**src/rtl/pwm_pkg.sv**
```systemverilog
package pwm_pkg;
  localparam int unsigned WORD_W = 32;
  localparam int unsigned DIVL_W = 8;
  localparam int unsigned DIVH_W = 4;
  localparam int unsigned CNT_W  = 8;

  // control word field positions
  localparam int unsigned DIVL_LSB   = 0;
  localparam int unsigned DIVH_LSB   = 8;
  localparam int unsigned PIN_BIT    = 12;
  localparam int unsigned OD_BIT     = 13;
  localparam int unsigned INV_BIT    = 14;
  localparam int unsigned RUN_BIT    = 16;
  localparam int unsigned NOSYNC_BIT = 17;

  // duty word field positions
  localparam int unsigned RISE_LSB = 0;
  localparam int unsigned FALL_LSB = 8;
  localparam int unsigned PER_LSB  = 24;

  typedef struct packed {
    logic [DIVL_W-1:0] div_l;
    logic [DIVH_W-1:0] div_h;
    logic              pin_en;
    logic              od_en;
    logic              inv;
    logic              clk_en;
    logic              sync_off;
  } ctrl_t;

  typedef struct packed {
    logic [CNT_W-1:0] rise;
    logic [CNT_W-1:0] fall;
    logic [CNT_W-1:0] per;
  } duty_t;
endpackage

```
**src/rtl/pwm_prescale.sv**
```systemverilog
module pwm_prescale #(
  parameter int unsigned LW = 8,
  parameter int unsigned HW = 4
) (
  input  logic          clk_i,
  input  logic          rst_ni,
  input  logic          run_i,
  input  logic [LW-1:0] div_l_i,
  input  logic [HW-1:0] div_h_i,
  output logic          tick_o
);
  localparam int unsigned HC_W = (1 << HW) - 1;

  logic [LW-1:0]   l_cnt_q;
  logic [HC_W-1:0] h_cnt_q;
  logic [HC_W-1:0] h_mask;
  logic            l_wrap, h_wrap;

  // 2^H - 1 without subtraction
  assign h_mask = ~({HC_W{1'b1}} << div_h_i);
  assign l_wrap = l_cnt_q >= div_l_i;
  assign h_wrap = h_cnt_q >= h_mask;
  assign tick_o = run_i && l_wrap && h_wrap;

  always_ff @(posedge clk_i or negedge rst_ni) begin
    if (!rst_ni) begin
      l_cnt_q <= '0;
      h_cnt_q <= '0;
    end else if (!run_i) begin
      l_cnt_q <= '0;
      h_cnt_q <= '0;
    end else begin
      l_cnt_q <= l_wrap ? '0 : l_cnt_q + 1'b1;
      if (l_wrap) h_cnt_q <= h_wrap ? '0 : h_cnt_q + 1'b1;
    end
  end
endmodule

```
**src/rtl/pwm_period_cnt.sv**
```systemverilog
module pwm_period_cnt #(
  parameter int unsigned CW = 8
) (
  input  logic          clk_i,
  input  logic          rst_ni,
  input  logic          run_i,
  input  logic          tick_i,
  input  logic [CW-1:0] per_i,
  output logic [CW-1:0] cnt_o,
  output logic          wrap_o
);
  logic [CW-1:0] cnt_q;
  logic          at_end;

  // >= so that a period lowered mid-count still wraps
  assign at_end = cnt_q >= per_i;
  assign wrap_o = run_i && tick_i && at_end;
  assign cnt_o  = cnt_q;

  always_ff @(posedge clk_i or negedge rst_ni) begin
    if (!rst_ni)      cnt_q <= '0;
    else if (!run_i)  cnt_q <= '0;
    else if (tick_i)  cnt_q <= at_end ? '0 : cnt_q + 1'b1;
  end
endmodule

```
**src/rtl/pwm_shadow.sv**
```systemverilog
module pwm_shadow
  import pwm_pkg::*;
(
  input  logic  clk_i,
  input  logic  rst_ni,
  input  logic  we_i,
  input  duty_t wdata_i,
  input  logic  sync_off_i,
  input  logic  run_i,
  input  logic  wrap_i,
  output duty_t act_o
);
  duty_t pend_q, pend_d, act_q;
  logic  load;

  // bypass so a write on the wrap edge lands in the new period
  assign pend_d = we_i ? wdata_i : pend_q;
  assign load   = !run_i || sync_off_i || wrap_i;
  assign act_o  = act_q;

  always_ff @(posedge clk_i or negedge rst_ni) begin
    if (!rst_ni) begin
      pend_q <= '0;
      act_q  <= '0;
    end else begin
      pend_q <= pend_d;
      if (load) act_q <= pend_d;
    end
  end
endmodule

```
**src/rtl/pwm_wave.sv**
```systemverilog
module pwm_wave #(
  parameter int unsigned CW = 8
) (
  input  logic          clk_i,
  input  logic          rst_ni,
  input  logic          run_i,
  input  logic [CW-1:0] cnt_i,
  input  logic [CW-1:0] rise_i,
  input  logic [CW-1:0] fall_i,
  output logic          lvl_o
);
  logic in_win, lvl_q;

  always_comb begin
    if (rise_i == fall_i)     in_win = 1'b1;
    else if (rise_i < fall_i) in_win = (cnt_i >= rise_i) && (cnt_i < fall_i);
    else                      in_win = (cnt_i >= rise_i) || (cnt_i < fall_i);
  end

  always_ff @(posedge clk_i or negedge rst_ni) begin
    if (!rst_ni) lvl_q <= 1'b0;
    else         lvl_q <= run_i && in_win;
  end

  assign lvl_o = lvl_q;
endmodule

```
**src/rtl/pwm_chan.sv**
```systemverilog
module pwm_chan
  import pwm_pkg::*;
(
  input  logic              clk_i,
  input  logic              rst_ni,
  input  logic              ctrl_we_i,
  input  logic [WORD_W-1:0] ctrl_wdata_i,
  input  logic              duty_we_i,
  input  logic [WORD_W-1:0] duty_wdata_i,
  output logic              pin_o,
  output logic              pin_oe_o
);
  ctrl_t            ctrl_d, ctrl_q;
  duty_t            duty_d, act;
  logic             tick, wrap, lvl, drv;
  logic [CNT_W-1:0] cnt;
  logic             unused_wbits;

  assign ctrl_d.div_l    = ctrl_wdata_i[DIVL_LSB +: DIVL_W];
  assign ctrl_d.div_h    = ctrl_wdata_i[DIVH_LSB +: DIVH_W];
  assign ctrl_d.pin_en   = ctrl_wdata_i[PIN_BIT];
  assign ctrl_d.od_en    = ctrl_wdata_i[OD_BIT];
  assign ctrl_d.inv      = ctrl_wdata_i[INV_BIT];
  assign ctrl_d.clk_en   = ctrl_wdata_i[RUN_BIT];
  assign ctrl_d.sync_off = ctrl_wdata_i[NOSYNC_BIT];

  assign duty_d.rise = duty_wdata_i[RISE_LSB +: CNT_W];
  assign duty_d.fall = duty_wdata_i[FALL_LSB +: CNT_W];
  assign duty_d.per  = duty_wdata_i[PER_LSB +: CNT_W];

  assign unused_wbits = ^{ctrl_wdata_i[INV_BIT+1], ctrl_wdata_i[WORD_W-1:NOSYNC_BIT+1],
                          duty_wdata_i[PER_LSB-1:FALL_LSB+CNT_W]};

  always_ff @(posedge clk_i or negedge rst_ni) begin
    if (!rst_ni)        ctrl_q <= '0;
    else if (ctrl_we_i) ctrl_q <= ctrl_d;
  end

  pwm_prescale #(.LW(DIVL_W), .HW(DIVH_W)) u_pre (
    .clk_i   (clk_i),
    .rst_ni  (rst_ni),
    .run_i   (ctrl_q.clk_en),
    .div_l_i (ctrl_q.div_l),
    .div_h_i (ctrl_q.div_h),
    .tick_o  (tick)
  );

  pwm_period_cnt #(.CW(CNT_W)) u_cnt (
    .clk_i  (clk_i),
    .rst_ni (rst_ni),
    .run_i  (ctrl_q.clk_en),
    .tick_i (tick),
    .per_i  (act.per),
    .cnt_o  (cnt),
    .wrap_o (wrap)
  );

  pwm_shadow u_shd (
    .clk_i      (clk_i),
    .rst_ni     (rst_ni),
    .we_i       (duty_we_i),
    .wdata_i    (duty_d),
    .sync_off_i (ctrl_q.sync_off),
    .run_i      (ctrl_q.clk_en),
    .wrap_i     (wrap),
    .act_o      (act)
  );

  pwm_wave #(.CW(CNT_W)) u_wave (
    .clk_i  (clk_i),
    .rst_ni (rst_ni),
    .run_i  (ctrl_q.clk_en),
    .cnt_i  (cnt),
    .rise_i (act.rise),
    .fall_i (act.fall),
    .lvl_o  (lvl)
  );

  // polarity then pin gate; open-drain only ever pulls low
  assign drv      = ctrl_q.pin_en && (lvl ^ ctrl_q.inv);
  assign pin_o    = ctrl_q.od_en ? 1'b0 : drv;
  assign pin_oe_o = ctrl_q.od_en ? !drv : 1'b1;
endmodule

```
**config.mk**
```make
export PLATFORM = sky130hd
export DESIGN_NAME = pwm_chan
export DESIGN_NICKNAME = d
export VERILOG_FILES = /design/src/rtl/pwm_pkg.sv /design/src/rtl/pwm_prescale.sv /design/src/rtl/pwm_period_cnt.sv /design/src/rtl/pwm_shadow.sv /design/src/rtl/pwm_wave.sv /design/src/rtl/pwm_chan.sv
export SDC_FILE = /design/constraint.sdc
export NUM_CORES = 1
export LEC_CHECK = 0
export CORE_MARGIN = 2
export CORE_UTILIZATION = 60
export DETAILED_ROUTE_END_ITERATION = 16
export DONT_BUFFER_PORTS = 1
export PLACE_DENSITY = 0.87
export SLEW_MARGIN = 20
export SYNTH_ARGS = -nofsm -noshare
export SYNTH_HDL_FRONTEND = slang
export SYNTH_SLANG_ARGS = --single-unit
```
**constraint.sdc**
```tcl
create_clock -name clk_i -period 6.45 [get_ports clk_i]
set_input_delay 1.29 -clock clk_i [delete_from_list [all_inputs] [get_ports clk_i]]
set_output_delay 1.29 -clock clk_i [all_outputs]
set_load 0.02 [all_outputs]
```
==> out/results.ini <==
[global_routing]
grt_max_degree = 98
antenna_found_initial = 0
first_global_vias = 3896
grt_use_total_pct = 22.93
grt_pass1_wl_um = 18340
overflow = 0

[floorplanning]
chipWidth_um = 100.0
dieArea_mm2 = 0.009999
rows = 35
die_h_um = 100.0
core_region_area_mm2 = 0.009109
io_pins = 70
initial_core_util_pct = 60.70

[cts]
clock-sinks = 97
postCtsSetupBuffers = 0
tritoncts = yes
h-tree-depth = 3
cts_hold_buf = 0
post_cts_resized = 0
cts_max_path_buffers = 2
clock-root-buffer = clkbuf_8
clk_pin_slew_worst_paths_ns = 0.10
numCtsBuffers = 9
clock_latency_ns = 0.38

[final_layout]
fill_cells = 681
drive_gt1_share_pct = 16.73
antennaDiodeCount = 0
synthToLayoutAreaGrowth_pct = 3.915
finalNetCount = 622

[worst_setup_path]
crit_arrival_ns = 3.90
critical_path.endpoint_type = flop
critical_path.startpoint_type = flop
cp_max_fo = 17
required_ns = 6.74
crit_type = reg -> reg

[synth]
synth_common_cells = 97 x dfrtp_1, 57 x ha_1, 38 x inv_1
synth_seq_cells = 97
yosysWarnings = 0
yosysTopAreaCell = dfrtp_1
synth_cell_types = 51
synth.most_common_cell = dfrtp_1
synthFlopType = dfrtp_1
async_reset_ff_share_pct = 100.0
synth_top_area_share_pct = 43.90
synth_area_leaders = dfrtp_1 44%, ha_1 13%, mux2_2 7.3%
synth_edf_count = 0
synth_area_mm2 = 0.005529
syn_nets = 631
ys_seq_area_share_pct = 43.90
synth_cells = 506
synth.avg_cell_area_um2 = 10.93

[pwr]
p_per_area_mw_per_mm2 = 224.1
vdd_drop_max_uv = 127.5
p_leak_uw = 0.002694

[sta]
setup_viol = 0
holdWs_ns = 0.5041
tns_ns = 0
fmax_mhz = 276.7
fin_skew_ns = 0.01458
fin_crit_ns = 3.614
final-max-slew-violation-count = 0
relSlewSlack_pct = 28.37
grt_setup_unrepaired = false
finalHoldViolCount = 0
final.period_utilization_pct = 56.03
worst_pin_slew_ns = 1.072

[routing]
wl_met1_um = 4734
first_pass_iters = 4
vias = 3879
drt_iter0_drc = 257
ant_nets = 0
routed.top_layer = met4
wl_um = 10770
vias_per_cell = 6.328
met2_length_um = 5340
avgRoutedWirePerCell_um = 17.57
route.detailed.drc = 0
met3_length_um = 488

[outcome]
outcome = complete, no violations

[place]
place.gp.congestion = 0.8257
portBuffers = 0
dp_hpwl_um = 7779

[hold_path]
hp-class = reg -> reg

[job]
cap_violations = 0

[cells in the final DEF (no fill, tap or decap), drive strengths merged, types with 19 or more instances in the layout]
cell,Yosys,routed
mux2,56,56
a21oi,19,19
dfrtp,97,97
nand3,24,24
ha,57,57
nand2,25,25
inv,38,41
nor2,24,24
o21ai,24,24
a31oi,21,21
[worst max-delay path: stages, from the launching register on]
cell and delay (ns):
dfrtp_1 0.50, or2_2 0.38, or3_1 0.34, ha_1 0.28, nor2b_1 0.12, o21ai_1 0.10, a221o_1 0.41, a211oi_2 0.89
nand2_1 0.27, o221ai_1 0.23
[kinds of logic (layout without fill, tap and decap cells)]
family | Yosys count | count (layout) | share of synthesized area [%]
xor gates and xnor gates | 8 | 8 | 1.267
DFF | 97 | 97 | 43.90
AOI/OAI and AO/OA | 98 | 98 | 11.93
muxes | 56 | 56 | 12.76
buffers and inverters | 59 | 55 | 4.639
adders and majority gates | 57 | 57 | 12.90
and+or+nand+nor | 131 | 131 | 12.61
[per-stage QoR]
stage / total power (uW) / instances / cell area [um^2] / setup slack, ns / utilization [%]
after floorplan: 878.1 / 506 / 5529 / 3.209 / -
after global placement: 900.6 / 597 / 5562 / 2.977 / 61.06
after detailed placement: 921.9 / 597 / 5562 / 2.881 / 61.06
after CTS: 1295 / 613 / 5746 / 2.849 / 63.08
after global routing: 1349 / 613 / 5746 / 2.639 / 63.08
final: 1287 / 613 / 5746 / 2.836 / 63.08
[report_power, final]
part           switching, uW  total, uW  internal, uW
Sequential              37.9        697           659
Combinational            105        213           108
Clock                    231        377           146
Total                    374       1290           913
[flip-flops by register name (all words and copies together) (netlist names)]
name	flops
u_shd.pend_q	24
u_shd.act_o	24
ctrl_q	17
u_pre.l_cnt_q	8
u_wave.lvl_o	1
u_pre.h_cnt_q	15
u_cnt.cnt_o	8
[layer usage]
| metal | vias to the layer above | track usage, % |
|---|---|---|
| met1 | 1921 | 30.59 |
| met2 | 102 | 37.32 |
| met3 | 22 | 3.900 |
| met5 | - | 0 |
| met4 | 0 | 9.694 |
| li1 | 1834 | - |
[final cells by class]
| class | count | area, um^2 | share of cell area (%) |
|---|---|---|---|
| Clock inverter | 7 | 60.06 | 1.045 |
| Timing Repair Buffer | 1 | 7.507 | 0.1307 |
| Multi-Input combinational cell | 350 | 2845 | 49.52 |
| Tap cell | 111 | 138.9 | 2.417 |
| Clock buffer | 9 | 123.9 | 2.156 |
| Inverter | 38 | 142.6 | 2.483 |
| Sequential cell | 97 | 2427 | 42.25 |
[final timing paths]
check / start / end / slack (ns) / depth (start not counted)
min reg2reg: u_pre.l_cnt_q[0] / u_pre.l_cnt_q[0] / 0.50 / 1
max reg2reg: ctrl_q[6] / u_pre.h_cnt_q[8] / 2.84 / 9
min: u_pre.l_cnt_q[0] / u_pre.l_cnt_q[0] / 0.50 / 1
max: ctrl_q[6] / u_pre.h_cnt_q[8] / 2.84 / 9
max in group asynchronous: rst_ni / ctrl_q[11] / 5.70 / 0
min in group asynchronous: rst_ni / u_shd.pend_q[15] / 0.60 / 0
No activity file was read; power rests on OpenSTA's default activity.
